[src/rtl/tile_addr_pkg.sv]
package tile_addr_pkg;
  typedef struct packed {
    logic [31:0] base;
    logic [15:0] width;
    logic [15:0] height;
    logic [31:0] pitch;
    logic [3:0]  esz;
  } tdesc_t;
endpackage

[src/rtl/tile_walker.sv]
module tile_walker #(
  parameter int TDIM_W = 8
) (
  input  logic              clk_i,
  input  logic              rst_ni,
  input  logic              load_i,
  input  logic [TDIM_W-1:0] tw_i,
  input  logic [TDIM_W-1:0] th_i,
  input  logic              adv_i,
  output logic [TDIM_W-1:0] col_o,
  output logic [TDIM_W-1:0] row_o,
  output logic              last_o
);
  logic [TDIM_W-1:0] tw_q, th_q;
  logic col_end;
  assign col_end = (col_o == tw_q - 1'b1);
  assign last_o  = col_end && (row_o == th_q - 1'b1);

  always_ff @(posedge clk_i or negedge rst_ni) begin
    if (!rst_ni) begin
      col_o <= '0; row_o <= '0; tw_q <= '0; th_q <= '0;
    end else if (load_i) begin
      col_o <= '0; row_o <= '0; tw_q <= tw_i; th_q <= th_i;
    end else if (adv_i) begin
      if (col_end) begin
        col_o <= '0;
        row_o <= row_o + 1'b1;
      end else begin
        col_o <= col_o + 1'b1;
      end
    end
  end

  // column wraps only together with a row step
  AST_ROW_MAJOR: assert property (@(posedge clk_i) disable iff (!rst_ni)
    (adv_i && !load_i && col_end) |=> (col_o == '0));
endmodule

[src/rtl/tile_addr_calc.sv]
module tile_addr_calc #(
  parameter int ADDR_W = 32,
  parameter int DIM_W  = 16,
  parameter int TDIM_W = 8,
  parameter int ESZ_W  = 4,
  localparam int SIDX_W = 2*TDIM_W
) (
  input  logic [ADDR_W-1:0] base_i,
  input  logic [DIM_W-1:0]  width_i,
  input  logic [DIM_W-1:0]  height_i,
  input  logic [ADDR_W-1:0] pitch_i,
  input  logic [ESZ_W-1:0]  esz_i,
  input  logic [DIM_W-1:0]  org_col_i,
  input  logic [DIM_W-1:0]  org_row_i,
  input  logic [TDIM_W-1:0] tw_i,
  input  logic [TDIM_W-1:0] col_i,
  input  logic [TDIM_W-1:0] row_i,
  output logic [ADDR_W-1:0] addr_o,
  output logic [SIDX_W-1:0] sidx_o,
  output logic              inb_o
);
  logic [DIM_W:0] gcol, grow;
  logic [ADDR_W-1:0] raw;
  assign gcol  = {1'b0, org_col_i} + (DIM_W+1)'(col_i);
  assign grow  = {1'b0, org_row_i} + (DIM_W+1)'(row_i);
  assign inb_o = (gcol < {1'b0, width_i}) && (grow < {1'b0, height_i});
  assign raw   = base_i + ADDR_W'(grow) * pitch_i + ADDR_W'(gcol) * ADDR_W'(esz_i);
  assign addr_o = inb_o ? raw : '0;
  assign sidx_o = SIDX_W'(row_i) * SIDX_W'(tw_i) + SIDX_W'(col_i);
endmodule

[src/rtl/tile_addr_engine.sv]
module tile_addr_engine
  import tile_addr_pkg::*;
#(
  parameter int ADDR_W = 32,
  parameter int DIM_W  = 16,
  parameter int TDIM_W = 8,
  parameter int ESZ_W  = 4,
  localparam int SIDX_W = 2*TDIM_W
) (
  input  logic              clk_i,
  input  logic              rst_ni,
  input  logic [ADDR_W-1:0] desc_base_i,
  input  logic [DIM_W-1:0]  desc_width_i,
  input  logic [DIM_W-1:0]  desc_height_i,
  input  logic [ADDR_W-1:0] desc_pitch_i,
  input  logic [ESZ_W-1:0]  desc_elem_bytes_i,
  input  logic              start_i,
  input  logic [DIM_W-1:0]  tile_col_i,
  input  logic [DIM_W-1:0]  tile_row_i,
  input  logic [TDIM_W-1:0] tile_w_i,
  input  logic [TDIM_W-1:0] tile_h_i,
  output logic              beat_valid_o,
  input  logic              beat_ready_i,
  output logic [ADDR_W-1:0] rd_addr_o,
  output logic [SIDX_W-1:0] smem_idx_o,
  output logic              in_bounds_o,
  output logic              busy_o,
  output logic              done_o
);
  logic [ADDR_W-1:0] base_q, pitch_q;
  logic [DIM_W-1:0]  wid_q, hgt_q, ocol_q, orow_q;
  logic [ESZ_W-1:0]  esz_q;
  logic [TDIM_W-1:0] tw_q, col, row;
  logic busy_q, done_q, last, load, fire;

  assign load = start_i && !busy_q;
  assign fire = busy_q && beat_ready_i;

  always_ff @(posedge clk_i or negedge rst_ni) begin
    if (!rst_ni) begin
      base_q <= '0; pitch_q <= '0; wid_q <= '0; hgt_q <= '0;
      ocol_q <= '0; orow_q <= '0; esz_q <= '0; tw_q <= '0;
      busy_q <= 1'b0; done_q <= 1'b0;
    end else begin
      done_q <= 1'b0;
      if (load) begin
        base_q <= desc_base_i; pitch_q <= desc_pitch_i;
        wid_q <= desc_width_i; hgt_q <= desc_height_i;
        esz_q <= desc_elem_bytes_i; ocol_q <= tile_col_i;
        orow_q <= tile_row_i; tw_q <= tile_w_i;
        busy_q <= 1'b1;
      end else if (fire && last) begin
        busy_q <= 1'b0;
        done_q <= 1'b1;
      end
    end
  end

  tile_walker #(.TDIM_W(TDIM_W)) u_walk (
    .clk_i, .rst_ni, .load_i(load), .tw_i(tile_w_i), .th_i(tile_h_i),
    .adv_i(fire), .col_o(col), .row_o(row), .last_o(last)
  );

  tile_addr_calc #(.ADDR_W(ADDR_W), .DIM_W(DIM_W), .TDIM_W(TDIM_W), .ESZ_W(ESZ_W)) u_calc (
    .base_i(base_q), .width_i(wid_q), .height_i(hgt_q), .pitch_i(pitch_q),
    .esz_i(esz_q), .org_col_i(ocol_q), .org_row_i(orow_q), .tw_i(tw_q),
    .col_i(col), .row_i(row), .addr_o(rd_addr_o), .sidx_o(smem_idx_o),
    .inb_o(in_bounds_o)
  );

  assign beat_valid_o = busy_q;
  assign busy_o       = busy_q;
  assign done_o       = done_q;

  AST_HOLD_STALL: assert property (@(posedge clk_i) disable iff (!rst_ni)
    (beat_valid_o && !beat_ready_i) |=> (beat_valid_o && $stable(rd_addr_o) && $stable(smem_idx_o) && $stable(in_bounds_o)));
  AST_START_IGNORED: assert property (@(posedge clk_i) disable iff (!rst_ni)
    (busy_o && start_i && !beat_ready_i) |=> $stable(smem_idx_o));
  AST_DONE_PULSE: assert property (@(posedge clk_i) disable iff (!rst_ni)
    done_o |=> !done_o);
  AST_DONE_IDLE: assert property (@(posedge clk_i) disable iff (!rst_ni)
    done_o |-> !busy_o);
  AST_ZERO_ADDR: assert property (@(posedge clk_i) disable iff (!rst_ni)
    (beat_valid_o && !in_bounds_o) |-> (rd_addr_o == '0));
endmodule

[config.mk]
export PLATFORM = sky130hd
export DESIGN_NAME = tile_addr_engine
export DESIGN_NICKNAME = d
export VERILOG_FILES = /design/src/rtl/tile_addr_pkg.sv /design/src/rtl/tile_walker.sv /design/src/rtl/tile_addr_calc.sv /design/src/rtl/tile_addr_engine.sv
export SDC_FILE = /design/constraint.sdc
export NUM_CORES = 2
export LEC_CHECK = 0
export CORE_UTILIZATION = 66
export DETAILED_ROUTE_END_ITERATION = 6
export HOLD_SLACK_MARGIN = 0.03
export PLACE_DENSITY = 0.89
export SYNTH_ARGS = -nofsm -noshare
export SYNTH_HDL_FRONTEND = slang
export SYNTH_SLANG_ARGS = --single-unit
export TNS_END_PERCENT = 20
[constraint.sdc]
create_clock -name clk_i -period 23.4 [get_ports clk_i]
set_input_delay 5.85 -clock clk_i [delete_from_list [all_inputs] [get_ports clk_i]]
set_output_delay 5.85 -clock clk_i [all_outputs]
set_load 0.1 [all_outputs]
# ---- After elaboration in Yosys (flattened, before gate mapping)
# Index checks and enable logic that the tools add are counted.
dict set report totals {
  ff_bits 166
  inputBits 152
  output_inout_bits 52
  word_cells 50
}
dict set report op_classes {
  n_addsub 9
  mul 3
  magnitude_cmp 2
  eq_ne 2
  mux 11
  reduce_logical 10
}
# cell count
set op_table {}
lappend op_table {{8-bit two-way mux} 6}
lappend op_table {{16-bit by 8-bit adder with 17-bit output} 2}
lappend op_table {{17-bit by 16-bit < comparator with 1-bit output} 2}
lappend op_table {{32-bit by 21-bit adder with 32-bit output} 1}
lappend op_table {{32-bit adder} 1}
lappend op_table {{17-bit by 32-bit multiplier with 32-bit output} 1}
lappend op_table {{32-bit two-way mux} 1}
lappend op_table {{17-bit by 4-bit multiplier with 21-bit output} 1}
lappend op_table {{16-bit by 8-bit adder with 16-bit output} 1}
lappend op_table {{8-bit by 1-bit adder with 8-bit output, second input constant} 2}
lappend op_table {{8-bit equality test} 2}
lappend op_table {{8-bit by 8-bit multiplier with 16-bit output} 1}
lappend op_table {{8-bit by 1-bit subtractor with 8-bit output, second input constant} 2}
lappend op_table {{2-bit nonzero test} 3}
lappend op_table {{1-bit logical AND} 5}
lappend op_table {{1-bit two-way mux} 4}
lappend op_table {{2-bit AND reduction} 1}
lappend op_table {{1-bit logical NOT} 1}

# ---- Depth between registers and ports, before layout
dict set report depth {
  word_depth 6
  ltp_mapped 36
  mapped_depth_nobuf 36
}

# ---- By module
# A second synthesis with hierarchy kept.
dict set report unflattened {
  hier_cells 2677
  area_unflattened_um2 26505.4
}
# mod instances cells_per_inst area_each_um2 seq_area_each_um2
set modules_own_cells {}
lappend modules_own_cells {tile_addr_calc 1 2181 18913.1 0.0}
lappend modules_own_cells {tile_addr_engine 1 305 5657.9 3553.4}
lappend modules_own_cells {tile_walker 1 191 1934.4 800.8}

# ---- Worst setup path after synthesis
# OpenSTA, ideal clock, no wires.
dict set report synth_timing {
  path_kind {register to output}
  startpoint {register u_walk.row_o[1]}
  endpoint {output port rd_addr_o[28]}
  arrival_time_ns 9.371
  t_required_ns 17.550
  slack_ns 8.179
  stages_incl_launch_ff 31
  n_path_buf 2
  cell_sequence {dfrtp_1 -> clkbuf_1 -> inv_1 -> fa_1 -> nand2b_1 -> a21oi_1 -> o31ai_2 -> a21oi_1 -> xor2_1 -> clkbuf_1 -> nand2_1 -> fa_1 -> inv_1 -> fa_1 -> fa_1 -> fa_1 -> fa_1 -> fa_1 -> fa_1 -> ha_1 -> a21o_1 -> a21o_1 -> a21o_1 -> a21o_1 -> a21o_1 -> a21o_1 -> a31o_2 -> a21o_1 -> o31a_1 -> xnor2_1 -> nor2_1}
}
dict set report synth_via {
  elab_chain_cells 5
  elab_cells_between_ends 7
  classes_between {3 x add/sub; 1 x mul; 1 x order compare; 1 x mux; 1 x reduce/logical}
}
# element line_no
set synth_rtl {}
lappend synth_rtl {{start: declaration} tile_walker.sv:11} ;# output logic [TDIM_W-1:0] row_o,
lappend synth_rtl {{start signal: assignment} tile_walker.sv:27} ;# row_o <= row_o + 1'b1;
lappend synth_rtl {{16-bit by 8-bit adder with 17-bit output *} tile_addr_calc.sv:25} ;# assign grow = {1'b0, org_row_i} + (DIM_W+1)'(row_i);
lappend synth_rtl {{17-bit by 32-bit multiplier with 32-bit output} tile_addr_calc.sv:27} ;# assign raw = base_i + ADDR_W'(grow) * pitch_i + ADDR_W'(gcol) * ADDR_W'(esz_i);
lappend synth_rtl {{32-bit adder} tile_addr_calc.sv:27}
lappend synth_rtl {{32-bit by 21-bit adder with 32-bit output} tile_addr_calc.sv:27}
lappend synth_rtl {{32-bit two-way mux *} tile_addr_calc.sv:28} ;# assign addr_o = inb_o ? raw : '0;
lappend synth_rtl {{end: declaration} tile_addr_engine.sv:24} ;# output logic [ADDR_W-1:0] rd_addr_o,
# Mark *: on every way between the ends. The rest lies on a longest branch, timed or not.

# ---- Worst setup path in the final report
dict set report layout_timing {
  startpoint {register u_walk.col_o[0]}
  endpoint {output port rd_addr_o[31]}
}
dict set report layout_via {
  elab_chain_cells 4
  elab_cells_between_ends 6
  classes_between {2 x add/sub; 1 x mul; 1 x order compare; 1 x mux; 1 x reduce/logical}
}
# element line_no
set layout_rtl {}
lappend layout_rtl {{start: declaration} tile_walker.sv:10} ;# output logic [TDIM_W-1:0] col_o,
lappend layout_rtl {{start signal: assignment} tile_walker.sv:29} ;# col_o <= col_o + 1'b1;
lappend layout_rtl {{16-bit by 8-bit adder with 17-bit output *} tile_addr_calc.sv:24} ;# assign gcol = {1'b0, org_col_i} + (DIM_W+1)'(col_i);
lappend layout_rtl {{17-bit by 4-bit multiplier with 21-bit output / 17-bit by 16-bit < comparator with 1-bit output (equally long branches)} {tile_addr_calc.sv:27, tile_addr_calc.sv:26}}
lappend layout_rtl {{32-bit by 21-bit adder with 32-bit output / 1-bit logical AND (equally long branches)} {tile_addr_calc.sv:27, tile_addr_calc.sv:26}}
lappend layout_rtl {{32-bit two-way mux *} tile_addr_calc.sv:28}
# Marks and branches as above.

==> summary.json <==
{
  "logic_synthesis": {
    "synth_fa_ha_area_share_pct": 45.4,
    "synth_area_mm2": 0.0254,
    "simple_logic_cell_fraction_of_the_synthesized_area_pct": 14.1,
    "synth_top_family_by_area": "adder cells",
    "synth_mux_area_share_pct": 4.78,
    "postSynthRegisterBits": 166,
    "synth_cell_type_count": 62,
    "yosysWarningCount": 0,
    "synth.avg_cell_area_um2": 9.49,
    "synthesized_area_fraction_occupied_by_ao_oa_aoi_and_oai_cells_pct": 5.57,
    "ys_seq_area_share_pct": 16.3,
    "ys.flop_type": "dfrtp_1",
    "mappedNetlistNets": 3480,
    "synthesis.instances": 2680,
    "proportion_of_synthesized_flip_flops_having_asynchronous_set_or_reset_pct": 100,
    "synth_edf_count": 0,
    "synth_xor_xnor_area_share_pct": 4.20
  },
  "clocking": {
    "clock_tree.root_cell": "clkbuf_16",
    "clk_pin_slew_ns": 0.08,
    "clock_sinks": 166,
    "tritoncts_buffer_count": 17,
    "cts_tree": "built",
    "clock_insertion_delay_worst_skew_ns": 0.47,
    "post_cts_resized": 0,
    "cts_hold_buf": 0,
    "clockBufferDepth": 2,
    "cts_setup_buffers": 0,
    "clock_tree.htree_level_count": 4
  },
  "global_routing": {
    "first_global_vias": 21300,
    "grt_max_degree": 89,
    "total_gr_overflow": 0,
    "grt_antenna_before_repair": 0,
    "grt_pass1_wl_um": 107000,
    "track_usage_pct": 35.7
  },
  "sta": {
    "max_slew_margin_pct": 23.9,
    "tightest_slew_ns": 1.14,
    "timing.clock.skew_ns": 0.00930,
    "fin_worst_hold_slack_ns": 0.520,
    "setup-violations-final": 0,
    "max_freq_ghz": 0.0583,
    "postLayoutSetupSlackWorst_ns": 6.26,
    "finalCritPeriodShare_pct": 73.3,
    "fin_tns_setup_ns": 0,
    "final-max-slew-violation-count": 0,
    "grt_setup_unrepaired": "false",
    "hold_viol": 0,
    "finalWorstPathRequiredPeriod_ns": 17.14
  },
  "route": {
    "routedWlPerCell_um": 19.5,
    "dr.pass1.iters": 6,
    "residual_drc_count": 0,
    "wl_um": 64900,
    "avg_vias_per_cell": 5.74,
    "dr_total_vias": 19100,
    "detailed_route_iter0_violations": 1407,
    "ant_nets": 0
  },
  "floorplanning": {
    "top_level_ports": 204,
    "initial_core_utilization_pct": 67.4,
    "die_area_mm2": 0.0393,
    "floorplan_die_width_um": 198,
    "core.rowCount": 71,
    "area_of_the_core_mm2": 0.0378,
    "die_height_um": 198
  },
  "setup_path": {
    "critical-path-top-delay-family": "adder cells",
    "cp_data_arrival_time_ns": 11.29,
    "worst_setup_path_start_kind": "flop",
    "slowest_stage": "clkdlybuf4s50_1",
    "slowest_cell_delay_on_critical_path_ns": 1.00,
    "crit_required_ns": 17.55,
    "criticalPathCategory": "reg -> out",
    "critical_path_fanout_max": 7,
    "cp.buffers_inverters": 4,
    "critical-path-top-cell-by-count": "fa_1",
    "rrSetupSlack_ns": 19.68,
    "end_kind": "primary output"
  },
  "cells_and_area": {
    "layout.nets": 3606,
    "antennaDiodeCount": 0,
    "mostFrequentLayoutCell": "inv_1",
    "layout-drive-gt1-share_pct": 6.07,
    "mostFrequentLayoutCells": "inv_1, fa_1, nand2_1",
    "area_growth_syn_to_layout_pct": 11.8
  },
  "place": {
    "dp_slack_ns": 6.85,
    "dp.final_hpwl_um": 51500,
    "gp_routability_congestion": 0.917,
    "io_buffers": 203
  },
  "status": {
    "status": "complete, no violations"
  },
  "job": {
    "maxCapViolCount": 0
  },
  "min_path": {
    "timing.hold.worst.class": "reg -> reg"
  }
}
-- cells in the mapped netlist, types with 42 or more instances --
| master | instances | share of area [%] |
|---|---|---|
| nor2_1 | 71 | 1.0 |
| xnor2_1 | 78 | 2.7 |
| o21ai_0 | 85 | 1.7 |
| fa_1 | 459 | 36 |
| dfrtp_1 | 166 | 16 |
| clkbuf_1 | 101 | 1.5 |
| mux2_2 | 107 | 4.7 |
| ha_1 | 189 | 9.3 |
| a21oi_1 | 42 | 0.83 |
| inv_1 | 528 | 7.8 |
| and2_1 | 188 | 4.6 |
| nand2_1 | 408 | 6.0 |
-- worst reg2reg max path, stage by stage (launching register included) --
cell and delay [ns]:
dfrtp_1 0.52, nor2b_4 0.91, buf_4 0.89, buf_4 0.78
mux2_2 0.50
-- per-layer routing --
layer,vias to the layer above,wire [um],share of wire (%),global-route usage (%)
met3,267,6300,9.7,7.15
met4,0,3780,5.8,21.0
met5,-,0,0,0
li1,8370,-,-,-
met1,9472,23600,36,44.5
met2,1001,31200,48,58.0
-- worst paths after layout --
| kind | cells after the start | startpoint | to |
|---|---|---|---|
| max reg2reg | 4 | beat_valid_o | pitch_q[12] |
| min | 1 | wid_q[0] | wid_q[0] |
| max in group asynchronous | 3 | rst_ni | pitch_q[0] |
| min in group asynchronous | 1 | rst_ni | base_q[19] |
| max | 35 | u_walk.col_o[0] | rd_addr_o[31] |
| min reg2reg | 1 | wid_q[0] | wid_q[0] |
-- logic make-up (layout without fill, tap and decap cells) --
kind of cell	count (synthesis)	after routing
and+or+nand+nor	767	767
adders and majority gates	648	648
buffers and inverters	646	785
AOI/OAI and AO/OA	227	227
DFF	166	166
xor gates and xnor gates	118	118
muxes	108	108
-- sequential cells by signal, indices dropped and copies added (netlist names) --
signal        cells
ocol_q           16
orow_q           16
hgt_q            16
wid_q            16
u_walk.col_o      8
u_walk.th_q       8
beat_valid_o      1
done_o            1
u_walk.tw_q       8
base_q           32
u_walk.row_o      8
pitch_q          32
esz_q             4
-- layout make-up --
cell class / instances / area [um2]
inverter: 529 / 1990
clock buffer: 18 / 429
sequential: 166 / 4150
clock inverter: 14 / 159
multi-input combinational: 1868 / 18900
fill: 2414 / 9310
tap: 511 / 639
timing repair buffer: 224 / 2190
-- through the flow --
step / utilization (%) / cells / area, um2
global placement: 73.8 / 3298 / 27900
detailed placement: 73.8 / 3298 / 27900
finish: 75.3 / 3330 / 28400
floorplan: - / 2680 / 25400
global route: 75.3 / 3330 / 28400
CTS: 75.3 / 3330 / 28400
Power is not shown: default switching activity piles up to over one toggle a cycle in this logic, so the estimate is an artifact.
